<file path="src/rtl/hwl_pkg.sv">
package hwl_pkg;
  typedef enum logic {
    CNT_IMM = 1'b0,
    CNT_REG = 1'b1
  } cnt_src_e;
endpackage

</file>
<file path="src/rtl/hwl_cnt_mux.sv">
module hwl_cnt_mux
  import hwl_pkg::*;
#(
  parameter int CW = 16
) (
  input  cnt_src_e        src_i,
  input  logic [CW-1:0]   imm_i,
  input  logic [CW-1:0]   reg_i,
  output logic [CW-1:0]   cnt_o
);
  always_comb begin
    unique case (src_i)
      CNT_REG: cnt_o = reg_i;
      default: cnt_o = imm_i;
    endcase
  end
endmodule

</file>
<file path="src/rtl/hwl_isr.sv">
module hwl_isr #(
  parameter int DW = 3
) (
  input  logic clk_i,
  input  logic rst_ni,
  input  logic enter_i,
  input  logic exit_i,
  output logic busy_o
);
  localparam logic [DW-1:0] DMAX = '1;
  localparam logic [DW-1:0] DONE = DW'(1);

  logic [DW-1:0] depth_q;

  always_ff @(posedge clk_i or negedge rst_ni) begin
    if (!rst_ni) begin
      depth_q <= '0;
    end else if (enter_i && !exit_i) begin
      if (depth_q != DMAX) depth_q <= depth_q + DONE;
    end else if (exit_i && !enter_i) begin
      if (depth_q != '0) depth_q <= depth_q - DONE;
    end
  end

  assign busy_o = (depth_q != '0);

  assert_exit_floor_R12: assert property (@(posedge clk_i) disable iff (!rst_ni)
    (exit_i && !enter_i && depth_q == '0) |=> (depth_q == '0));
  assert_enter_rise_R10: assert property (@(posedge clk_i) disable iff (!rst_ni)
    (enter_i && !exit_i) |=> busy_o);
endmodule

</file>
<file path="src/rtl/hwl_rep.sv">
module hwl_rep #(
  parameter int AW = 16,
  parameter int CW = 16
) (
  input  logic          clk_i,
  input  logic          rst_ni,
  input  logic [AW-1:0] pc_i,
  input  logic          start_i,
  input  logic [CW-1:0] cnt_i,
  output logic          active_o,
  output logic          hold_o,
  output logic [AW-1:0] hold_pc_o,
  output logic          skip_o,
  output logic [AW-1:0] skip_pc_o
);
  localparam logic [AW-1:0] A1 = AW'(1);
  localparam logic [AW-1:0] A2 = AW'(2);
  localparam logic [CW-1:0] C1 = CW'(1);

  logic          active_q;
  logic [AW-1:0] addr_q;
  logic [CW-1:0] cnt_q;
  logic          hit, accept;

  assign hit    = active_q && (pc_i == addr_q);
  assign hold_o = hit && (cnt_q > C1);
  assign accept = start_i && !active_q;
  assign skip_o = accept && (cnt_i == '0);

  assign hold_pc_o = addr_q;
  assign skip_pc_o = pc_i + A2;
  assign active_o  = active_q;

  always_ff @(posedge clk_i or negedge rst_ni) begin
    if (!rst_ni) begin
      active_q <= 1'b0;
      addr_q   <= '0;
      cnt_q    <= '0;
    end else if (accept && cnt_i != '0) begin
      active_q <= 1'b1;
      addr_q   <= pc_i + A1;
      cnt_q    <= cnt_i;
    end else if (hold_o) begin
      cnt_q <= cnt_q - C1;
    end else if (hit) begin
      active_q <= 1'b0;
    end
  end

  assert_hold_step_R7: assert property (@(posedge clk_i) disable iff (!rst_ni)
    hold_o |=> (active_q && cnt_q == $past(cnt_q) - C1));
  assert_live_count_R7: assert property (@(posedge clk_i) disable iff (!rst_ni)
    active_q |-> (cnt_q != '0));
  assert_last_pass_R7: assert property (@(posedge clk_i) disable iff (!rst_ni)
    (hit && !hold_o) |=> !active_q);
endmodule

</file>
<file path="src/rtl/hwl_blk.sv">
module hwl_blk #(
  parameter int AW = 16,
  parameter int CW = 16
) (
  input  logic          clk_i,
  input  logic          rst_ni,
  input  logic [AW-1:0] pc_i,
  input  logic          start_i,
  input  logic [CW-1:0] cnt_i,
  input  logic [AW-1:0] last_i,
  input  logic          suspend_i,
  input  logic          rep_hold_i,
  output logic          active_o,
  output logic          wrap_o,
  output logic [AW-1:0] wrap_pc_o,
  output logic          skip_o,
  output logic [AW-1:0] skip_pc_o,
  output logic          err_o
);
  localparam logic [AW-1:0] A1 = AW'(1);
  localparam logic [CW-1:0] C1 = CW'(1);

  logic          active_q;
  logic [AW-1:0] first_q, last_q;
  logic [CW-1:0] cnt_q;
  logic          hit, accept;

  // end-of-body fetch, ignored in service and while a repeat holds it
  assign hit    = active_q && !suspend_i && !rep_hold_i && (pc_i == last_q);
  assign wrap_o = hit && (cnt_q > C1);
  assign accept = start_i && !active_q;
  assign skip_o = accept && (cnt_i == '0);
  assign err_o  = start_i && active_q;

  assign wrap_pc_o = first_q;
  assign skip_pc_o = last_i + A1;
  assign active_o  = active_q;

  always_ff @(posedge clk_i or negedge rst_ni) begin
    if (!rst_ni) begin
      active_q <= 1'b0;
      first_q  <= '0;
      last_q   <= '0;
      cnt_q    <= '0;
    end else if (accept && cnt_i != '0) begin
      active_q <= 1'b1;
      first_q  <= pc_i + A1;
      last_q   <= last_i;
      cnt_q    <= cnt_i;
    end else if (wrap_o) begin
      cnt_q <= cnt_q - C1;
    end else if (hit) begin
      active_q <= 1'b0;
    end
  end

  assert_live_count_R2: assert property (@(posedge clk_i) disable iff (!rst_ni)
    active_q |-> (cnt_q != '0));
  assert_wrap_step_R2: assert property (@(posedge clk_i) disable iff (!rst_ni)
    wrap_o |=> (cnt_q == $past(cnt_q) - C1));
  assert_refuse_keep_R6: assert property (@(posedge clk_i) disable iff (!rst_ni)
    (err_o && !hit) |=> (active_q && $stable(first_q) && $stable(last_q) && $stable(cnt_q)));
  assert_frozen_in_isr_R10: assert property (@(posedge clk_i) disable iff (!rst_ni)
    (active_q && suspend_i) |=> (active_q && $stable(cnt_q) && $stable(last_q)));
  assert_final_exit_R5: assert property (@(posedge clk_i) disable iff (!rst_ni)
    (hit && !wrap_o) |=> !active_q);
endmodule

</file>
<file path="src/rtl/hwl_ctrl.sv">
module hwl_ctrl
  import hwl_pkg::*;
#(
  parameter int AW = 16,
  parameter int CW = 16,
  parameter int DW = 3
) (
  input  logic          clk_i,
  input  logic          rst_ni,
  input  logic [AW-1:0] pc_i,
  input  logic [CW-1:0] cnt_reg_i,
  input  logic          blk_start_i,
  input  logic          blk_src_reg_i,
  input  logic [CW-1:0] blk_imm_i,
  input  logic [AW-1:0] blk_last_i,
  input  logic          rep_start_i,
  input  logic          rep_src_reg_i,
  input  logic [CW-1:0] rep_imm_i,
  input  logic          isr_enter_i,
  input  logic          isr_exit_i,
  output logic          redirect_o,
  output logic [AW-1:0] redirect_pc_o,
  output logic          blk_active_o,
  output logic          rep_active_o,
  output logic          isr_lock_o,
  output logic          nest_err_o
);
  localparam int NSRC = 2;  // 0: block, 1: repeat

  logic [NSRC-1:0]         src_w;
  logic [NSRC-1:0][CW-1:0] imm_w, cnt_w;

  assign src_w[0] = blk_src_reg_i;
  assign src_w[1] = rep_src_reg_i;
  assign imm_w[0] = blk_imm_i;
  assign imm_w[1] = rep_imm_i;

  for (genvar g = 0; g < NSRC; g++) begin : g_src
    hwl_cnt_mux #(.CW(CW)) u_mux (
      .src_i (cnt_src_e'(src_w[g])),
      .imm_i (imm_w[g]),
      .reg_i (cnt_reg_i),
      .cnt_o (cnt_w[g])
    );
  end

  logic          in_isr;
  logic          rep_hold, rep_skip, blk_wrap, blk_skip;
  logic [AW-1:0] rep_hold_pc, rep_skip_pc, blk_wrap_pc, blk_skip_pc;

  hwl_isr #(.DW(DW)) u_isr (
    .clk_i   (clk_i),
    .rst_ni  (rst_ni),
    .enter_i (isr_enter_i),
    .exit_i  (isr_exit_i),
    .busy_o  (in_isr)
  );

  hwl_rep #(.AW(AW), .CW(CW)) u_rep (
    .clk_i     (clk_i),
    .rst_ni    (rst_ni),
    .pc_i      (pc_i),
    .start_i   (rep_start_i),
    .cnt_i     (cnt_w[1]),
    .active_o  (rep_active_o),
    .hold_o    (rep_hold),
    .hold_pc_o (rep_hold_pc),
    .skip_o    (rep_skip),
    .skip_pc_o (rep_skip_pc)
  );

  hwl_blk #(.AW(AW), .CW(CW)) u_blk (
    .clk_i      (clk_i),
    .rst_ni     (rst_ni),
    .pc_i       (pc_i),
    .start_i    (blk_start_i),
    .cnt_i      (cnt_w[0]),
    .last_i     (blk_last_i),
    .suspend_i  (in_isr),
    .rep_hold_i (rep_hold),
    .active_o   (blk_active_o),
    .wrap_o     (blk_wrap),
    .wrap_pc_o  (blk_wrap_pc),
    .skip_o     (blk_skip),
    .skip_pc_o  (blk_skip_pc),
    .err_o      (nest_err_o)
  );

  // repeat hold outranks everything: it pins the fetch on one word
  always_comb begin
    redirect_o    = 1'b1;
    redirect_pc_o = '0;
    if (rep_hold)      redirect_pc_o = rep_hold_pc;
    else if (blk_skip) redirect_pc_o = blk_skip_pc;
    else if (rep_skip) redirect_pc_o = rep_skip_pc;
    else if (blk_wrap) redirect_pc_o = blk_wrap_pc;
    else               redirect_o    = 1'b0;
  end

  assign isr_lock_o = rep_active_o;

  assert_hold_beats_wrap_R9: assert property (@(posedge clk_i) disable iff (!rst_ni)
    rep_hold |-> !blk_wrap);
  assert_no_wrap_in_isr_R10: assert property (@(posedge clk_i) disable iff (!rst_ni)
    in_isr |-> !blk_wrap);
  assert_idle_quiet_R2: assert property (@(posedge clk_i) disable iff (!rst_ni)
    (!blk_active_o && !rep_active_o && !blk_start_i && !rep_start_i) |-> !redirect_o);
endmodule

</file>
<file path="config.mk">
export PLATFORM = sky130hd
export DESIGN_NAME = hwl_ctrl
export DESIGN_NICKNAME = d
export VERILOG_FILES = /design/src/rtl/hwl_pkg.sv /design/src/rtl/hwl_cnt_mux.sv /design/src/rtl/hwl_isr.sv /design/src/rtl/hwl_rep.sv /design/src/rtl/hwl_blk.sv /design/src/rtl/hwl_ctrl.sv
export SDC_FILE = /design/constraint.sdc
export NUM_CORES = 1
export LEC_CHECK = 0
export BUFFER_PORTS_ARGS = -buffer_cell sky130_fd_sc_hd__clkbuf_2
export CAP_MARGIN = 20
export CORE_MARGIN = 1.5
export CORE_UTILIZATION = 55
export CTS_BUF_LIST = sky130_fd_sc_hd__clkbuf_8
export CTS_CLUSTER_DIAMETER = 50
export DETAILED_ROUTE_END_ITERATION = 10
export PLACE_DENSITY = 0.87
export SETUP_SLACK_MARGIN = 0.5
export SLEW_MARGIN = 25
export SYNTH_ARGS = -nofsm -noshare
export SYNTH_HDL_FRONTEND = slang
export SYNTH_SLANG_ARGS = --single-unit
</file>
<file path="constraint.sdc">
create_clock -name clk_i -period 3.7 [get_ports clk_i]
set_clock_uncertainty 0.05 [all_clocks]
set_input_delay 0.37 -clock clk_i [delete_from_list [all_inputs] [get_ports clk_i]]
set_output_delay 0.37 -clock clk_i [all_outputs]
set_load 0.02 [all_outputs]
</file>
* Word-level counts from Yosys, hierarchy flattened
Index checks and enable logic that the tools add are counted.
** Storage, ports and cells
- Logic and storage cells :: 82
- Output and inout port bits :: 21
- Bits of input ports :: 88
- Flip-flop bits (word level) :: 85
** Cells by class
- Add/sub/neg operators :: 7
- Mux-type cells :: 24
- Reductions and logical operators :: 35
- Magnitude comparators :: 2
- Equal/unequal tests :: 6
** Operator list (count)
- two-way mux 16 bit :: 10
- adder 16 x 1 -> 16 bit, second input constant :: 2
- == test 16 bit :: 2
- > comparator 16 x 1 -> 1 bit, second input constant :: 2
- logical NOT 16 bit :: 2
- nonzero test 16 bit :: 2
- subtractor 16 x 1 -> 16 bit, second input constant :: 2
- adder 16 x 2 -> 16 bit, second input constant :: 1
- logical AND 1 bit :: 15
- two-way mux 3 bit :: 4
- nonzero test 2 bit :: 6
- two-way mux 1 bit :: 10
- logical NOT 1 bit :: 6
- != test 2 bit, second input constant :: 2
- AND reduction 2 bit :: 2
- adder 3 x 1 -> 3 bit, second input constant :: 1
- != test 3 bit, second input constant :: 1
- AND reduction 3 bit :: 1
- nonzero test 3 bit :: 1
- subtractor 3 x 1 -> 3 bit, second input constant :: 1
- != test 2 x 1 -> 1 bit, second input constant :: 1

* Logic depth before layout (Yosys ltp)
Gate-level depths: netlist (run 1).
- Word-level depth :: 11
- Mapped depth :: 11
- Gate-level depth less buffers :: 8

* Hierarchy
A second synthesis (run 1) with hierarchy kept.
** Unflattened totals
- Cell total of the unflattened synthesis :: 714
- Area total of the unflattened synthesis :: 6657.6 um^2
** Modules (own cells, without submodules)
- hwl_blk :: seq. area each 1226.2 um^2, area each 3039.2 um^2, instances 1, cells each 314
- hwl_rep :: seq. area each 825.8 um^2, area each 2296.0 um^2, instances 1, cells each 267
- hwl_ctrl :: seq. area each 0.0 um^2, area each 533.0 um^2, instances 1, cells each 64
- hwl_cnt_mux :: seq. area each 0.0 um^2, area each 249.0 um^2, instances 2, cells each 18
- hwl_isr :: seq. area each 75.1 um^2, area each 291.5 um^2, instances 1, cells each 33

* Worst setup path before layout (run 1)
OpenSTA, ideal clock, no wires.
- Kind :: register -> output
- Start :: register u_rep.cnt_q[6]
- End :: output port redirect_pc_o[0]
- Buffers on the path :: 3
- Data arrival time :: 2.862 ns
- Setup slack :: 0.418 ns
- Required time :: 3.280 ns
- Cell stages (with the launch flop) :: 11
- Path through :: dfrtp_1 -> or4_4 -> nand4b_4 -> or3_1 -> buf_2 -> nand4b_1 -> and3_1 -> buf_2 -> buf_2 -> nand3_1 -> a31oi_1
** On the way
- Longest elaborated chain between the ends :: 10
** RTL lines
- start: declaration :: line hwl_rep.sv:22 : logic [CW-1:0] cnt_q;
- start signal: assignment :: line hwl_rep.sv:42 : cnt_q <= cnt_i;
- start signal: assignment :: line hwl_rep.sv:44 : cnt_q <= cnt_q - C1;
- > comparator 16 x 1 -> 1 bit (*) :: line hwl_rep.sv:26 : assign hold_o = hit && (cnt_q > C1);
- logical AND 1 bit (*) :: line hwl_rep.sv:26
- logical NOT 1 bit :: line hwl_blk.sv:29 : assign hit = active_q && !suspend_i && !rep_hold_i && (pc_i == last_q);
- logical AND 1 bit (2 in a row) :: line hwl_blk.sv:29
- logical AND 1 bit :: line hwl_blk.sv:30 : assign wrap_o = hit && (cnt_q > C1);
- two-way mux 16 bit :: line hwl_ctrl.sv:96 : else if (blk_wrap) redirect_pc_o = blk_wrap_pc;
- two-way mux 16 bit :: line hwl_ctrl.sv:95 : else if (rep_skip) redirect_pc_o = rep_skip_pc;
- two-way mux 16 bit :: line hwl_ctrl.sv:94 : else if (blk_skip) redirect_pc_o = blk_skip_pc;
- two-way mux 16 bit (*) :: line hwl_ctrl.sv:93 : if (rep_hold) redirect_pc_o = rep_hold_pc;
- end: declaration :: line hwl_ctrl.sv:22 : output logic [AW-1:0] redirect_pc_o,
Every way passes the cells marked *; elsewhere a longest branch is shown, timed or not.

* Final worst setup path (run 1)
- Start :: register u_rep.cnt_q[7]
- End :: output port redirect_pc_o[6]
The elaborated chain is that of the path after synthesis.

==> out/metrics.cfg, run 1 <==
[setup_path]
setup.worst_path.end_class=output port
reg2reg_to=u_blk.cnt_q[5]$_DFFE_PN0P_
cp.arrival_ns=2.93
r2r_start=u_rep.cnt_q[7]$_DFFE_PN0P_
worstPathMaxFanout=5
cp-start-kind=flip-flop
ff2ff_path_depth=9
path_class=reg2out
setup.reg_to_reg.worst_slack_ns=0.69
cp.required_ns=3.28

[sta]
rsz0062_at_grt=yes
worst_pin_slew_ns=0.881
fmax_ghz=0.298
tns_ns=0
post-route-period-util_pct=90.6
fin_ws_ns=0.346
setup_violations=0
fin_crit_ns=3.35
hold_violations=0
slew_headroom_pct=41.3
drv_slew=0

[cells_and_area]
antenna_cells=0
multi_input_area_sq_um=3870
seqCellArea_sq_um=2130
fillCellCount=870
fin_cells=998
area_growth_pct=20.3
nets=950
drive_gt1_share_pct=22.8
fin_area_sq_um=7330

[grt]
busiest_layer=met2
grt_pass1_vias=5621
grt.total_usage_pct=31.8
grt_max_degree=70
grt_util_met3_pct=3.80
grt_use_met2_pct=51.3
grt_first_pass_wirelength_mm=28.7
grt_overflow_total=0
antenna_found_initial=0
grtUsageMet1_pct=43.3

[place]
dp_cells=973
dp_hpwl_mm=13.2
placed_area_sq_um=6850
port_buffers=108
place_congestion=1.02
place_ws_ns=0.541

[synth]
seq_area_frac_synth_pct=34.9
synthAdderAreaFrac_pct=1.97
yosys-top-cells-area=dfrtp_1, nand2_1, xor2_1
yosysTopAreaCell=dfrtp_1
syn_inst=760
synth_simple_gate_area_share_pct=28.3
synth.avg_cell_area_sq_um=8.02
synth-edff-count=0
yosys-mux-area-fraction_pct=3.10
yosys_warnings=0
ys_types=56
synth_area_sq_um=6100
postSynth.asyncResetShare_pct=100
synth-main-ff-cell=dfrtp_1
synthTopCellsByCount=nand2_1, dfrtp_1, nor2_1
synth_seq_cells=85
syn-num-nets=857
synth_top_family_by_area=simple AND/OR/NAND/NOR gates
yosysMostFrequentCell=nand2_1
netlist.area_leader.share_pct=34.9
synth_compound_area_share_pct=15.5
synth-xor-area-share_pct=12.1

[clock_tree]
clk_latency_ns=0.37
root_buffer=clkbuf_8
cts_sinks=85
cts_tree=built
cts.path.max_buffers=2
cts_htree_levels=3
path_clk_slew_ns=0.09
numCtsBuffers=9
cts_hold_buf=0

[run_status]
outcome=finished, final reports clean

[floorplan]
rows=38
initial_utilization_pct=56.2
dieHeight_um=108
io_pins=109
die_x_um=108
die_area_sq_um=11700
coreArea_sq_um=10800

[min_path]
hp-class=in2async

[job]
maxCapViolCount=0

[drt]
vias=6178
ant_nets=0
drc=0
wl_per_cell_um=18.4
wl_mm=18.3
drt_iter0_drc=527
via_per_inst=6.19
dr.pass1.iters=7

[pwr]
ir_worst_vdd_uv=247
power_leakage_nw=3.03
powerDensity_nw_per_um2=432

sequential cells by signal, indices dropped and copies added, names as in the netlist:
signal and flops:
u_blk.cnt_q 16, u_blk.last_q 16, u_blk.wrap_pc_o 16, u_rep.cnt_q 16, u_rep.hold_pc_o 16, u_isr.depth_q 3, u_blk.active_o 1, u_rep.active_o 1
final cells by class:
cell class	count	share of cell area [%]
Sequential cell	85	29.0
Clock inverter	7	1.01
Clock buffer	9	1.69
Tap cell	140	2.39
Timing Repair Buffer	136	12.5
Inverter	12	0.614
Multi-Input combinational cell	609	52.8
how the worst max path moves through the flow:
stage	from	endpoint	slack (ns)	cells past startpoint
after detailed placement	u_rep.cnt_q[6]$_DFFE_PN0P_	redirect_pc_o[6]	0.54	9
after global placement	u_rep.cnt_q[6]$_DFFE_PN0P_	redirect_pc_o[6]	0.58	9
final	u_rep.cnt_q[7]$_DFFE_PN0P_	redirect_pc_o[6]	0.35	9
after CTS	u_rep.cnt_q[7]$_DFFE_PN0P_	redirect_pc_o[6]	0.34	9
after floorplan	u_rep.cnt_q[6]$_DFFE_PN0P_	redirect_pc_o[10]	0.51	10
after global routing	u_rep.cnt_q[7]$_DFFE_PN0P_	redirect_pc_o[13]	0.26	9
cell usage in the layout (no fill, tap or decap), drive strengths merged, types with 10 or more instances in the layout:
master,count
xor2,44
inv,14
nand4,18
mux2i,11
nor2b,22
o21ai,44
or4,10
dfrtp,85
clkbuf,110
a21oi,30
buf,35
nor4,14
a211oi,18
nand2,121
nand3,51
nor2,58
nor3,15
a31oi,23
xnor2,40
per-stage QoR:
step / utilization, % / power (W) / hold slack [ns]
global route: 67.6 / 0.00336 / 0.153
finish: 67.6 / 0.00317 / 0.0712
global placement: 63.2 / 0.00241 / 0.426
CTS: 67.0 / 0.00314 / 0.107
detailed placement: 63.2 / 0.00245 / 0.437
floorplan: - / 0.00215 / 0.0244
worst max-delay path: stages, from the launching register on:
cell      delay, ns
dfrtp_1        0.39
or4_4          0.54
nand4b_4       0.19
or3_4          0.39
nand4b_1       0.13
and3_4         0.28
buf_8          0.15
nand3_2        0.07
a32oi_2        0.24
buf_4          0.18
layer usage:
layer,wire length [um],part of all wire [%],vias to the layer above
met4,639,3.5,0
met3,1640,8.9,51
met2,8330,45,365
met1,7720,42,2889
li1,-,-,2873
met5,0,0,-
power by group:
group | switching [W] | internal (W)
registers | 0.000324 | 0.00124
clock network | 0.000359 | 0.000316
logic | 0.000486 | 0.000441
what timing repair did:
action | 4_1_cts | 5_1_grt
setup buffers | 5 | 2
endpoints found under the setup margin | 17 | 17
gates resized for setup | 40 | 21
pin swaps | 16 | 4
gates cloned | 2 | 0
cell families after synthesis:
group	Yosys count
xor gates and xnor gates	84
adders and majority gates	9
DFF	85
and+or+nand+nor	350
AOI/OAI and AO/OA	148
muxes	18
buffers and inverters	66
(Power assumes the default switching activity.)
==> inputs of run 2 (changes only) <==
Clock period 3.7 ns to 3.1 ns, I/O delays scaled along.
==> out/metrics.cfg, run 2 (synthesized netlist as in run 1, its figures left out) <==
[setup_path]
cpPeakStageDelay_ns=0.54
worstPathCellList=or4_4 -> nand4b_4 -> or3_4 -> nand4b_1 -> and3_4 -> buf_12 -> nand3_2 -> a32oi_2 -> clkbuf_8
cp.required_ns=2.74
setup.worst_path.end_class=output port
cp-start-kind=flip-flop
path_class=reg2out
cp.arrival_ns=2.97
worstPathMaxFanout=5
crit_path_top_delay_cell=or4_4

[pwr]
finalPower_w=0.00390
sw_frac_of_total_pct=39.3
netSwitchingPower_w=0.00153
ir_worst_vdd_uv=299
seqPwrFrac_pct=48.1
powerDensity_nw_per_um2=478
clkPwrFrac_pct=19.5
power_frac_comb_pct=32.4
internal_power_w=0.00237
power_leakage_nw=3.38

[clock_tree]
cts.path.max_buffers=2
cts_tree=built
path_clk_slew_ns=0.09
clk_latency_ns=0.38
root_buffer=clkbuf_8
numCtsBuffers=9
cts_sinks=85
cts_htree_levels=3

[cells_and_area]
fillCellCount=701
drive_gt1_share_pct=28.9
area_growth_pct=33.8
fin_cells=1035
nets=987
fin_util_pct=75.3
layout_common_cells=nand2_1, clkbuf_2, dfrtp_1
antenna_cells=0
final_common_cell=nand2_1

[sta]
hold_violations=0
worst_pin_slew_ns=0.768
slew_headroom_pct=48.4
rsz0062_at_grt=yes
fin_ws_ns=-0.235
drv_slew=0
hold_ws_ns=0.0989
fin_crit_ns=3.33
setup_violations=29
post-route-period-util_pct=108
fmax_ghz=0.300

[grt]
grt.total_usage_pct=34.7
grt_pass1_vias=6131
antenna_found_initial=0
grt_first_pass_wirelength_mm=31.0
grt_max_degree=51
grt_overflow_total=0

[floorplan]
coreArea_sq_um=10800
dieHeight_um=108
io_pins=109
rows=38
die_area_sq_um=11700
initial_utilization_pct=56.2
die_x_um=108

[min_path]
hp-class=in2reg

[drt]
wl_mm=21.6
drt_iter0_drc=840
wl_per_cell_um=20.9
via_per_inst=6.43
dr.pass1.iters=5
vias=6653
drc=0
ant_nets=0

[place]
place_congestion=0.940
dp_hpwl_mm=13.7
port_buffers=108
place_ws_ns=0.0920
dp_cells=988

[job]
maxCapViolCount=0

[run_status]
outcome=complete, but fails checks
violations=negative setup slack

==> run 2: worst paths after layout <==
| path | to | startpoint | slack [ns] | depth (start not counted) |
|---|---|---|---|---|
| min in group asynchronous | u_rep.cnt_q[5]$_DFFE_PN0P_ | rst_ni | 0.47 | 2 |
| worst max register to register | u_blk.cnt_q[4]$_DFFE_PN0P_ | u_rep.cnt_q[7]$_DFFE_PN0P_ | -0.14 | 12 |
| worst max-delay path | redirect_pc_o[11] | u_rep.cnt_q[7]$_DFFE_PN0P_ | -0.23 | 9 |
| max in group asynchronous | u_blk.last_q[5]$_DFFE_PN0P_ | rst_ni | 1.76 | 3 |
| worst min-delay path | u_blk.last_q[15]$_DFFE_PN0P_ | blk_last_i[15] | 0.1 | 3 |
| worst min register to register | u_blk.last_q[2]$_DFFE_PN0P_ | u_blk.last_q[2]$_DFFE_PN0P_ | 0.45 | 2 |
==> run 2: critical path, delay by kind of cell, from the launching register on <==
kind            cells  cell delay (ns)
compound gates      1             0.23
buf+inv             2             0.33
flops               1             0.40
simple gates        6             1.63
==> run 2: routing by layer <==
layer  GRT usage, %  wire length (um)  vias up
li1               -                 -     2954
met1           43.5              7790     3093
met2           56.8             10300      484
met3           4.76              2110      122
met4           21.1              1350        0
met5              0                 0        -
==> run 2: power groups by stage <==
| stage | combinational [W] | sequential, W | clock, W |
|---|---|---|---|
| 2_1_floorplan | 0.000812 | 0.00175 | 0 |
| 4_1_cts | 0.00114 | 0.00183 | 0.000730 |
| 6_report | 0.00126 | 0.00188 | 0.000761 |
| 3_3_place_gp | 0.00105 | 0.00184 | 0 |
| 5_1_grt | 0.00140 | 0.00192 | 0.000798 |
| 3_5_place_dp | 0.00110 | 0.00185 | 0 |
==> run 2: repair_timing <==
item                                    CTS  global route
pin swaps                                 7            37
hold buffers                              1             0
cloned                                    2             4
buffers inserted                         10            14
resized for setup                        53            76
endpoints found under the setup margin   41            40
hold endpoints to repair                 48             0
==> run 2: layout make-up <==
class,count,area (sq um),share of cell area (%)
clock inverter,6,40.0,0.491
tap,140,175,2.15
clock buffer,10,138,1.69
inverter,12,45.0,0.552
timing repair buffer,172,1430,17.5
sequential,85,2130,26.1
multi-input combinational,610,4210,51.5
==> run 2: through the flow <==
stage	setup TNS, ns	area (sq um)
floorplan	0	6400
global placement	0	7190
detailed placement	0	7190
CTS	-2.05	7740
global route	-6.37	8160
finish	-3.88	8160
==> inputs of run 3 (changes only) <==
Settings changed: PLACE_DENSITY 0.87 to not set, PLACE_DENSITY_LB_ADDON set to 0.15, REMOVE_ABC_BUFFERS set to 1.
==> out/metrics.cfg, run 3 (synthesized netlist as in run 1, its figures left out) <==
[run_status]
outcome=complete, but fails checks
violations=negative setup slack

[place]
place_congestion=0.912
dp_hpwl_mm=13.6
port_buffers=108
dp_cells=984

[sta]
post-route-period-util_pct=105
tns_ns=-1.84
hold_ws_ns=0.107
fmax_ghz=0.308
fin_ws_ns=-0.145
rsz0062_at_grt=yes
worst_pin_slew_ns=0.791
slew_headroom_pct=46.9
hold_violations=0
fin_crit_ns=3.25
setup_violations=18
drv_slew=0

[floorplan]
initial_utilization_pct=56.2
die_x_um=108
rows=38
coreArea_sq_um=10800
dieHeight_um=108
io_pins=109
die_area_sq_um=11700

[clock_tree]
root_buffer=clkbuf_8
path_clk_slew_ns=0.09
cts_sinks=85
cts_tree=built
cts_htree_levels=3
cts.path.max_buffers=2
clk_latency_ns=0.39
numCtsBuffers=9

[grt]
grt_first_pass_wirelength_mm=29.6
grt_max_degree=62
antenna_found_initial=0
grt_pass1_vias=5867
grt_overflow_total=0
grt.total_usage_pct=33.1

[drt]
wl_mm=19.0
ant_nets=0
wl_per_cell_um=18.6
dr.pass1.iters=7
via_per_inst=6.10
drt_iter0_drc=508
vias=6247
drc=0

[cells_and_area]
fillCellCount=863
drive_gt1_share_pct=25.6
antenna_cells=0
layout_common_cells=nand2_1, clkbuf_2, dfrtp_1
fin_util_pct=69.9
area_growth_pct=24.2
multi_input_area_sq_um=3900
final_common_cell=nand2_1
seqCellArea_sq_um=2130
fin_cells=1024
nets=976

[setup_path]
crit_start=u_rep.cnt_q[6]$_DFFE_PN0P_
worstPathMaxFanout=5
path_class=reg2out
cp-start-kind=flip-flop
setup.worst_path.end_class=output port
cp.arrival_ns=2.89
r2r_start=u_rep.cnt_q[6]$_DFFE_PN0P_
cp.required_ns=2.74

[pwr]
ir_worst_vdd_uv=359
power_leakage_nw=3.21
powerDensity_nw_per_um2=539

[job]
maxCapViolCount=0

[min_path]
hp-class=in2reg
hp-start=blk_last_i[1]

run 3: changes by cell type in the layout (fill, tap and decap cells not counted), moves of 4 or more:
cell	change
nand3_1	+8
buf_4	+15
clkbuf_8	-4
o21ai_0	+12
nand3_2	-7
a31oi_1	+11
nor3_4	-4
a31oi_4	-12
buf_12	-7
buf_8	-10
o21ai_1	-11
run 3: layout make-up:
| class | count | share of cell area [%] |
|---|---|---|
| tap | 140 | 2.31 |
| inverter | 12 | 0.595 |
| clock buffer | 10 | 1.82 |
| timing repair buffer | 161 | 14.2 |
| clock inverter | 6 | 1.44 |
| multi-input combinational | 610 | 51.5 |
| sequential | 85 | 28.1 |
run 3: critical path, stage by stage (launching register included):
cell and delay (ns):
dfrtp_1 0.39, or4_4 0.53, nand4b_4 0.20, or3_4 0.40, nand4b_1 0.14, and3_4 0.24
buf_6 0.14, nand3_1 0.08, a31oi_1 0.20, buf_4 0.17
run 3: repair_timing:
action	4_1_cts	5_1_grt
gates resized for setup	50	42
setup buffers	12	9
hold buffers	1	0
endpoints found under the setup margin	42	44
pin swaps	24	22
hold endpoints to repair	44	0
gates cloned	2	0
run 3: power by group:
group	switching, W	leakage, nW	internal, W	total (W)
registers	0.000379	0.997	0.00149	0.00186
logic	0.000641	2.08	0.000570	0.00121
clock network	0.000448	0.127	0.000558	0.00101
total	0.00147	3.21	0.00261	0.00408
run 3: worst paths after layout:
path,to,slack [ns],cells past startpoint
min in group asynchronous,u_rep.cnt_q[12]$_DFFE_PN0P_,0.43,2
worst min register to register,u_blk.wrap_pc_o[0]$_DFFE_PN0P_,0.45,1
worst max register to register,u_blk.cnt_q[13]$_DFFE_PN0P_,-0.04,9
worst max-delay path,redirect_pc_o[4],-0.15,9
worst min-delay path,u_blk.last_q[1]$_DFFE_PN0P_,0.11,3
max in group asynchronous,u_rep.hold_pc_o[13]$_DFFE_PN0P_,1.76,3
run 3: routing by layer:
metal	vias up	GRT usage, %	wire (um)
li1	2919	-	-
met1	2982	42.6	7760
met2	291	53.9	9160
met3	55	6.45	1350
met4	0	15.1	751
met5	-	0	0
run 3: through the flow:
| step | setup WS [ns] | total power, W | area, sq um |
|---|---|---|---|
| floorplan | -0.761 | 0.00252 | 5880 |
| global placement | 0.0505 | 0.00289 | 6860 |
| detailed placement | 0.0590 | 0.00297 | 6860 |
| CTS | -0.147 | 0.00401 | 7400 |
| global route | -0.277 | 0.00433 | 7570 |
| finish | -0.145 | 0.00408 | 7570 |
